<file path="src/rtl/sc_pkg.sv">
`timescale 1ns/1ps
package sc_pkg;

  localparam int unsigned XLEN      = 32;
  localparam int unsigned REG_IDX_W = 5;
  localparam int unsigned REG_COUNT = 1 << REG_IDX_W;

  // primary opcodes
  localparam logic [5:0] OPC_REG   = 6'h00;
  localparam logic [5:0] OPC_ORI   = 6'h0D;
  localparam logic [5:0] OPC_LOAD  = 6'h23;
  localparam logic [5:0] OPC_STORE = 6'h2B;
  localparam logic [5:0] OPC_BEQ   = 6'h04;

  // function codes under OPC_REG
  localparam logic [5:0] FN_ADD = 6'h21;
  localparam logic [5:0] FN_SUB = 6'h23;

  typedef enum logic [1:0] {ALU_ADD, ALU_SUB, ALU_OR} alu_op_e;
  typedef enum logic {DST_RT, DST_RD} dst_sel_e;

  typedef struct packed {
    logic     reg_wr;
    dst_sel_e dst;
    logic     imm_signed;
    logic     use_imm;
    alu_op_e  alu_op;
    logic     mem_wr;
    logic     from_mem;
    logic     branch;
    logic     illegal;
  } ctl_t;

  // widen a 16-bit immediate either by sign or by zeros
  function automatic logic [XLEN-1:0] ext_imm(input logic [15:0] imm, input logic sgn);
    return {{(XLEN-16){sgn & imm[15]}}, imm};
  endfunction

  function automatic logic [XLEN-1:0] alu_eval(input alu_op_e op,
                                               input logic [XLEN-1:0] a,
                                               input logic [XLEN-1:0] b);
    case (op)
      ALU_ADD: return a + b;
      ALU_SUB: return a - b;
      ALU_OR:  return a | b;
      default: return a + b;
    endcase
  endfunction

  // word offset scaled to bytes, added to the sequential address
  function automatic logic [XLEN-1:0] branch_dest(input logic [XLEN-1:0] seq_pc,
                                                  input logic [XLEN-1:0] word_off);
    return seq_pc + {word_off[XLEN-3:0], 2'b00};
  endfunction

endpackage

</file>
<file path="src/rtl/sc_fetch.sv">
`timescale 1ns/1ps
module sc_fetch
  import sc_pkg::*;
#(
  parameter logic [XLEN-1:0] RESET_PC   = '0,
  parameter int unsigned     INSN_BYTES = 4
)(
  input  logic            clk,
  input  logic            rst,
  input  logic            take_br,
  input  logic [XLEN-1:0] br_off,
  output logic [XLEN-1:0] pc,
  output logic [XLEN-1:0] br_dest
);

  localparam logic [XLEN-1:0] STEP = XLEN'(INSN_BYTES);

  logic [XLEN-1:0] pc_seq;

  assign pc_seq  = pc + STEP;
  assign br_dest = branch_dest(pc_seq, br_off);

  always_ff @(posedge clk) begin
    if (rst)          pc <= RESET_PC;
    else if (take_br) pc <= br_dest;
    else              pc <= pc_seq;
  end

endmodule

</file>
<file path="src/rtl/sc_decode.sv">
`timescale 1ns/1ps
module sc_decode
  import sc_pkg::*;
(
  input  logic [5:0] op,
  input  logic [5:0] funct,
  input  logic [4:0] shamt,
  output ctl_t       ctl
);

  always_comb begin
    ctl        = '0;
    ctl.dst    = DST_RT;
    ctl.alu_op = ALU_ADD;
    case (op)
      OPC_REG: begin
        if (shamt == '0 && funct == FN_ADD) begin
          ctl.reg_wr = 1'b1;
          ctl.dst    = DST_RD;
          ctl.alu_op = ALU_ADD;
        end else if (shamt == '0 && funct == FN_SUB) begin
          ctl.reg_wr = 1'b1;
          ctl.dst    = DST_RD;
          ctl.alu_op = ALU_SUB;
        end else begin
          ctl.illegal = 1'b1;
        end
      end
      OPC_ORI: begin
        ctl.reg_wr  = 1'b1;
        ctl.use_imm = 1'b1;
        ctl.alu_op  = ALU_OR;
      end
      OPC_LOAD: begin
        ctl.reg_wr     = 1'b1;
        ctl.use_imm    = 1'b1;
        ctl.imm_signed = 1'b1;
        ctl.from_mem   = 1'b1;
      end
      OPC_STORE: begin
        ctl.use_imm    = 1'b1;
        ctl.imm_signed = 1'b1;
        ctl.mem_wr     = 1'b1;
      end
      OPC_BEQ: begin
        ctl.branch     = 1'b1;
        ctl.imm_signed = 1'b1;
        ctl.alu_op     = ALU_SUB;
      end
      default: ctl.illegal = 1'b1;
    endcase
  end

endmodule

</file>
<file path="src/rtl/sc_regfile.sv">
`timescale 1ns/1ps
module sc_regfile
  import sc_pkg::*;
#(
  parameter int unsigned NREG = 32,
  parameter int unsigned NRD  = 2,
  localparam int unsigned AW  = $clog2(NREG)
)(
  input  logic                     clk,
  input  logic                     we,
  input  logic [AW-1:0]            waddr,
  input  logic [XLEN-1:0]          wdata,
  input  logic [NRD-1:0][AW-1:0]   raddr,
  output logic [NRD-1:0][XLEN-1:0] rdata
);

  logic [XLEN-1:0] regs [NREG];

  // entry 0 is never written; its reads are forced to zero below
  always_ff @(posedge clk) begin
    if (we && waddr != '0) regs[waddr] <= wdata;
  end

  for (genvar g = 0; g < NRD; g++) begin : g_rd
    assign rdata[g] = (raddr[g] == '0) ? '0 : regs[raddr[g]];
  end

endmodule

</file>
<file path="src/rtl/sc_alu.sv">
`timescale 1ns/1ps
module sc_alu
  import sc_pkg::*;
(
  input  alu_op_e         op,
  input  logic [XLEN-1:0] a,
  input  logic [XLEN-1:0] b,
  output logic [XLEN-1:0] y,
  output logic            eq
);

  assign y  = alu_eval(op, a, b);
  assign eq = (a == b);

endmodule

</file>
<file path="src/rtl/sc_core.sv">
`timescale 1ns/1ps
module sc_core
  import sc_pkg::*;
#(
  parameter logic [31:0] RESET_PC = 32'h0000_0000
)(
  input  logic        clk,
  input  logic        rst,
  output logic [31:0] imem_addr,
  input  logic [31:0] imem_rdata,
  output logic        dmem_we,
  output logic [31:0] dmem_addr,
  output logic [31:0] dmem_wdata,
  input  logic [31:0] dmem_rdata
);

  // instruction fields
  logic [5:0]           op_f, funct_f;
  logic [REG_IDX_W-1:0] rs_idx, rt_idx, rd_idx;
  logic [4:0]           shamt_f;
  logic [15:0]          imm16;

  assign {op_f, rs_idx, rt_idx, rd_idx, shamt_f, funct_f} = imem_rdata;
  assign imm16 = imem_rdata[15:0];

  // named internal events, observed by the bound checker
  ctl_t                 ctl;
  logic                 illegal;
  logic                 rf_we;
  logic [REG_IDX_W-1:0] rf_waddr;
  logic [XLEN-1:0]      rf_wdata;
  logic [XLEN-1:0]      rs_val, rt_val;
  logic [XLEN-1:0]      imm_ext, alu_b, alu_y;
  logic                 operands_eq;
  logic                 br_taken;
  logic [XLEN-1:0]      br_target;

  logic [1:0][REG_IDX_W-1:0] rf_raddr;
  logic [1:0][XLEN-1:0]      rf_rdata;

  sc_decode u_dec (
    .op    (op_f),
    .funct (funct_f),
    .shamt (shamt_f),
    .ctl   (ctl)
  );

  assign illegal     = ctl.illegal;
  assign rf_raddr[0] = rs_idx;
  assign rf_raddr[1] = rt_idx;
  assign rs_val      = rf_rdata[0];
  assign rt_val      = rf_rdata[1];

  sc_regfile #(.NREG(REG_COUNT), .NRD(2)) u_rf (
    .clk   (clk),
    .we    (rf_we),
    .waddr (rf_waddr),
    .wdata (rf_wdata),
    .raddr (rf_raddr),
    .rdata (rf_rdata)
  );

  assign imm_ext = ext_imm(imm16, ctl.imm_signed);
  assign alu_b   = ctl.use_imm ? imm_ext : rt_val;

  sc_alu u_alu (
    .op (ctl.alu_op),
    .a  (rs_val),
    .b  (alu_b),
    .y  (alu_y),
    .eq (operands_eq)
  );

  assign br_taken = ctl.branch & operands_eq;

  sc_fetch #(.RESET_PC(RESET_PC), .INSN_BYTES(4)) u_fetch (
    .clk     (clk),
    .rst     (rst),
    .take_br (br_taken),
    .br_off  (imm_ext),
    .pc      (imem_addr),
    .br_dest (br_target)
  );

  // write-back and memory side; reset suppresses every write
  assign rf_we      = ctl.reg_wr & ~rst;
  assign rf_waddr   = (ctl.dst == DST_RD) ? rd_idx : rt_idx;
  assign rf_wdata   = ctl.from_mem ? dmem_rdata : alu_y;
  assign dmem_we    = ctl.mem_wr & ~rst;
  assign dmem_addr  = alu_y;
  assign dmem_wdata = rt_val;

endmodule

</file>
<file path="config.mk">
export PLATFORM = sky130hd
export DESIGN_NAME = sc_core
export DESIGN_NICKNAME = d
export VERILOG_FILES = /design/src/rtl/sc_pkg.sv /design/src/rtl/sc_fetch.sv /design/src/rtl/sc_decode.sv /design/src/rtl/sc_regfile.sv /design/src/rtl/sc_alu.sv /design/src/rtl/sc_core.sv
export SDC_FILE = /design/constraint.sdc
export NUM_CORES = 2
export LEC_CHECK = 0
export BUFFER_PORTS_ARGS = -buffer_cell sky130_fd_sc_hd__buf_4
export CAP_MARGIN = 25
export CORE_UTILIZATION = 35
export DETAILED_ROUTE_END_ITERATION = 12
export MAX_ROUTING_LAYER = met4
export PLACE_DENSITY = 0.6
export SYNTH_ARGS = -nofsm -noshare
export SYNTH_HDL_FRONTEND = slang
export SYNTH_SLANG_ARGS = --single-unit
</file>
<file path="constraint.sdc">
create_clock -name clk -period 12.69 [get_ports clk]
set_input_delay 3.1725 -clock clk [delete_from_list [all_inputs] [get_ports clk]]
set_output_delay 3.1725 -clock clk [all_outputs]
set_load 0.05 [all_outputs]
</file>
== Word-level counts from Yosys, hierarchy flattened ==
Memories as Yosys holds them, arrays and structs flattened.
Cells that the tools add are included.
Storage, ports and cells
  register bits: 32
  latch bits: 0
  RAM bits: 1024
  memory bits (read-only): 0
  input port bits: 66
  output and inout port bits: 97
  logic and storage cells: 53
  memories kept: 1
Memory list
  u_rf.regs: words 32, width 32, rd ports 2, clocked after memory_dff 0, wr ports 1, RTL line sc_regfile.sv:17  | logic [XLEN-1:0] regs [NREG];
Operators by class
  add/sub/neg operators: 4
  multiply operators: 0
  div/mod/pow operators: 0
  order comparisons: 0
  equal/unequal tests: 9
  shifts and indexed selects: 0
  muxes and demuxes: 21
  bitwise gates (word level): 6
  reductions and logical operators: 11
Operators by type and width (count)
  32-bit two-way mux: 5
  32-bit adder: 2
  32-bit case mux with 2 select lines: 1
  32-bit by 3-bit adder with 32-bit output (second input constant): 1
  32-bit == test: 1
  32-bit OR: 1
  32-bit subtractor: 1
  6-bit == test (second input constant): 4
  5-bit logical NOT: 3
  1-bit two-way mux: 9
  6-bit by 3-bit == test with 1-bit output (second input constant): 1
  6-bit by 4-bit == test with 1-bit output (second input constant): 1
  6-bit logical NOT: 1
  2-bit two-way mux: 3
  2-bit case mux with 3 select lines: 1
  3-bit OR reduction: 2
  5-bit two-way mux: 1
  5-bit nonzero test: 1
  1-bit bitwise AND: 4
  1-bit logical AND: 3
  2-bit by 1-bit == test with 1-bit output (second input constant): 1
  2-bit == test (second input constant): 1
  1-bit case mux with 2 select lines: 1
  2-bit OR reduction: 1
  1-bit NOT: 1

== Longest topological paths before layout ==
  depth in word-level cells: 10
  mapped depth: 22
  mapped depth without buffers: 19

== Modules after synthesis ==
A second synthesis with hierarchy kept.
Second synthesis, totals
  cells, all modules: 3842
  area, all modules: 57276.2 um2
By module, submodules not included
  sc_regfile: instances 1, cells an instance 2564, area an instance 47929.7 um2, sequential area each 30749.5 um2
  sc_alu: instances 1, cells an instance 687, area an instance 4655.7 um2, sequential area each 0.0 um2
  sc_fetch: instances 1, cells an instance 461, area an instance 3428.3 um2, sequential area each 600.6 um2
  sc_core: instances 1, cells an instance 99, area an instance 1054.8 um2, sequential area each 0.0 um2
  sc_decode: instances 1, cells an instance 31, area an instance 207.7 um2, sequential area each 0.0 um2

== Worst setup path after synthesis ==
No wires, ideal clock.
  kind: input port to output port
  start: in imem_rdata[16]
  end: out dmem_addr[28]
  arrival time: 8689 ps
  required time: 9517 ps
  setup slack: 828 ps
  cell stages on the path: 19
  buffers on the path: 4
  path through: clkbuf_1 buf_2 buf_1 mux4_2 mux4_2 mux2i_1 nor2_1 a21oi_1 ha_1 clkbuf_1 nor3_1 nand2b_1 nor3_1 nand2b_1 o221ai_1 a221oi_2 o31ai_1 mux2_2 a22oi_1
Between the ends
  longest elaborated chain between the ends: 5
  elaborated cells between the ends (all ways): 8
Ends and longest elaborated chain
  from (decl): RTL line sc_core.sv:10  | input logic [31:0] imem_rdata,
  memory read 32 x 32 bit / 5-bit logical NOT (equally long branches)
  32-bit two-way mux *: RTL line sc_regfile.sv:25  | assign rdata[g] = (raddr[g] == '0) ? '0 : regs[raddr[g]];
  net dmem_wdata[23]: RTL line sc_core.sv:13  | output logic [31:0] dmem_wdata,
  32-bit two-way mux *: RTL line sc_core.sv:64  | assign alu_b = ctl.use_imm ? imm_ext : rt_val;
  32-bit adder / 32-bit subtractor (equally long branches): RTL line sc_pkg.sv:43, sc_pkg.sv:46, sc_pkg.sv:44
  32-bit case mux with 2 select lines *: RTL line sc_pkg.sv:42  | case (op)
  to (decl): RTL line sc_core.sv:12  | output logic [31:0] dmem_addr,
The timed path passes the listed nets; every way through them passes the cells marked *.

== Worst setup path in the final report ==
  start: in imem_rdata[16]
  end: out dmem_addr[23]
Between the ends
  longest elaborated chain between the ends: 5
  elaborated cells between the ends (all ways): 8
Ends and longest elaborated chain (RTL line)
  memory read 32 x 32 bit / 5-bit logical NOT (equally long branches)
  32-bit two-way mux *: sc_regfile.sv:25
  32-bit two-way mux *: sc_core.sv:64
  32-bit adder, or another cell as far along: sc_pkg.sv:43, sc_pkg.sv:46
  32-bit case mux with 2 select lines *: sc_pkg.sv:42
Mark *: on every way between the ends. The rest lies on a longest branch, timed or not.

==> results.txt <==
----------------------------------------------------
[Synth]
  Mapped Area ... 55310 sq um
  Proportion of synthesized chip area in sequential cells ... 0.5668
  Largest cells by area after synthesis ... edfxtp_1 56%, mux4_2 26%, ha_1 2.9%, a21oi_1 1.2%, nor2_1 1.2%
  Flip-flop and latch count after synthesis ... 1054
  Post-synthesis cell type with the largest combined area ... edfxtp_1
  Share of flip-flops with an asynchronous set or reset ... 0
  Share of the synthesized area in the top cell type ... 0.5560
  EDFF count, synth ... 1024
  Synthesized area per cell ... 17.18 sq um
  Top FF cell, synth ... edfxtp_1
  Number of warnings printed during yosys synthesis ... 0
  Distinct cell type count of the synthesized netlist ... 83
  Number of instances in the synthesized netlist ... 3219

[Worst setup path]
  Launch point of the worst reg-to-reg path ... u_rf.regs[28][15]
  Arrival time reported for the critical path endpoint ... 9.06 ns
  Worst setup path startpoint ... imem_rdata[16]
  Kind of critical path ... in2out
  Worst reg-to-reg setup slack ... 6.44 ns
  Endpoint type of the worst setup path ... primary output
  Data required time at the worst endpoint ... 9.52 ns
  Max Fanout on Critical Path ... 37
  Critical path launch point type ... primary input

[Clock network]
  TritonCTS clock tree ... done
  Cts bufs inserted ... 108
  CTS HTree Levels ... 3
  CTS Sinks ... 1054
  Post-CTS Resized ... 0
  CTS root buffer ... clkbuf_16
  Insertion delay of the later-clocked pin in the worst-skew pair ... 0.74 ns
  Cts-stage hold buffer count ... 0
  Clk slew on worst S/H paths ... 0.06 ns
  Max Root-Sink Buffers ... 3
  Number of buffers added for setup after CTS ... 0

[Final layout]
  Leading cell type in the layout, fill and taps excluded ... edfxtp_1
  Non-Filler Cell Area, Final ... 63650 sq um
  Number of nets in the layout ... 3631
  Combined area of the multi-input logic cells ... 23100 sq um
  Core Util, Final ... 0.4066
  Number of inserted filler cells in the final layout ... 14030
  Fraction of final layout cells with drive strength greater than 1 ... 0.3407
  Area grow syn2layout ... 15.09%
  Commonest non-fill, non-tap cells in the layout ... 1024 x edfxtp_1, 640 x mux4_2, 264 x buf_4
  Storage element area ... 31350 sq um

[Global route]
  Global-route met1 utilization ... 0.2940
  Via count of the first global-routing pass ... 33460
  Overall Global Routing Usage ... 0.2223
  Met3 usage in global routing ... 0.03339
  Wire length of the first global-routing pass ... 245.3 mm
  Most heavily used metal layer in global routing ... met2
  Remaining global-route overflow ... 0
  Antenna violations before repair ... 2
  Largest net degree at the start of global routing ... 75
  Met2 Resource Use GR ... 0.3534

[Detailed routing]
  Routed Wire Length ... 173.5 mm
  Count of nets left with antenna violations after detail routing ... 0
  Vias after detailed routing ... 33830
  Number of design rule violations left after detail routing ... 0
  DR iter-0 viols ... 4240
  First-pass detailed-route iteration total ... 5
  Drt wl/cell ... 31.04 um
  DR vias/cell ... 6.055

[Placed design]
  GPL Wtd Cong ... 0.9263
  Port Buffers ... 160
  Detailed placer's ending HPWL ... 107.0 mm
  Placed inst area ... 59960 sq um

[Power and ir drop]
  Leakage power summed over all cells ... 0.02128 uW
  Power per cell area ... 155.1 nW/um^2
  Worst vdd ir ... 0.0001172 V

[STA]
  Post-layout minimum cycle time ... 12.24 ns
  Final cycle utilization of the critical path ... 0.9642
  Worst-case headroom to the max-slew limit ... 0.2682
  Highest achievable clock rate ... 81.73 MHz
  RSZ-0062 raised after global routing ... false
  Worst clock skew ... 0.03703 ns
  Worst-margin pin slew ... 1.094 ns
  Setup TNS ... 0 ns
  Number of hold-slack violations in the final timing report ... 0
  Finish-stage setup viols ... 0
  Count of final max-slew check failures ... 0

[Die]
  I/O pin count ... 163
  Die width ... 399.5 um
  Die height ... 399.5 um
  Floorplan Core Area ... 156600 sq um
  Die Area ... 159600 sq um
  Initial core utilization ... 0.3533
  Core Rows ... 145

[Hold path]
  Min-Delay Startpoint ... u_fetch.pc[22]
  Path type of the worst min-delay path ... reg2reg

[Flow run]
  Max-cap violations ... 0

[Outcome]
  Result of the run ... complete, no violations

----------------------------------------------------
## logic make-up after synthesis
logic type / Yosys count / share of synthesized area
AO/OA/AOI/OAI: 414 / 0.05077
adder cells (fa/ha/maj): 130 / 0.02982
XOR/XNOR: 82 / 0.01299
multiplexers: 709 / 0.2739
other: 1 / 0.00006780
AND/OR/NAND/NOR: 492 / 0.04208
buffers and inverters: 337 / 0.02359
flip-flops: 1054 / 0.5668
## worst paths after layout
| check | endpoint | cells past startpoint |
|---|---|---|
| min | u_fetch.pc[22] | 3 |
| min reg2reg | u_fetch.pc[22] | 3 |
| max | dmem_addr[23] | 16 |
| max reg2reg | u_rf.regs[29][28] | 14 |
## critical path: stages
cell and delay, ns:
buf_8 0.39, buf_4 0.27, mux4_2 0.51, mux4_2 0.50
mux2i_1 0.81, nor3_1 0.12, a21oi_1 0.43, ha_1 0.31
and3_1 0.31, nand3_1 0.14, or4_4 0.47, a31oi_4 0.27
a31oi_1 0.14, xnor2_1 0.15, o221ai_1 0.67, buf_4 0.33
## area by class of cell
| cell class | count | share of cell area |
|---|---|---|
| multi-input cells | 1861 | 0.3630 |
| inverters | 117 | 0.006899 |
| well taps | 2058 | 0.04045 |
| repair buffers | 293 | 0.03943 |
| flip-flops and latches | 1054 | 0.4925 |
| clock buffers | 124 | 0.04440 |
| clock inverters | 79 | 0.01327 |
| diodes | 2 | 0.00007863 |
## synth_stat cells, types with 23 or more instances
cell type	n
a211oi_1	29
a21o_1	58
a21oi_1	133
buf_1	65
buf_2	26
clkbuf_1	127
dfxtp_1	30
edfxtp_1	1024
ha_1	127
inv_1	116
mux2_2	30
mux2i_1	38
mux4_2	640
nand2_1	113
nand2b_1	46
nand3_1	29
nor2_1	176
nor3_1	36
o21ai_0	45
xnor2_1	59
xor2_1	23
## report_power, final
| part | leakage, uW | switching [uW] | total [uW] | internal [uW] |
|---|---|---|---|---|
| Sequential | 0.00947 | 17.5 | 4370 | 4350 |
| Clock | 0.00179 | 1410 | 3320 | 1910 |
| Combinational | 0.0100 | 1520 | 2180 | 660 |
| Total | 0.0213 | 2950 | 9880 | 6920 |
## registers in the layout, indices dropped and copies added (netlist names)
signal      count
u_rf.regs    1024
u_fetch.pc     30
## metrics by stage
step / cells / total power [uW] / hold slack (ns) / setup slack [ns]
4_1_cts: 5585 / 9909 / 0.6407 / 0.3996
3_5_place_dp: 5382 / 6612 / 0.6263 / 0.4145
2_1_floorplan: 3252 / 5806 / 0.8020 / 0.8284
3_3_place_gp: 5380 / 6588 / 0.6131 / 0.4244
6_report: 5588 / 9876 / 0.6393 / 0.4541
5_1_grt: 5587 / 10180 / 0.6720 / 0.07937
## metal layers
metal / wire (um) / up-vias / share of wire
li1: - / 13780 / -
met1: 69370 / 18080 / 0.40
met2: 84400 / 1708 / 0.49
met3: 14500 / 262 / 0.084
met4: 5204 / 0 / 0.030
met5: 0 / - / 0
Note: power is estimated with default switching activity, not from simulation.
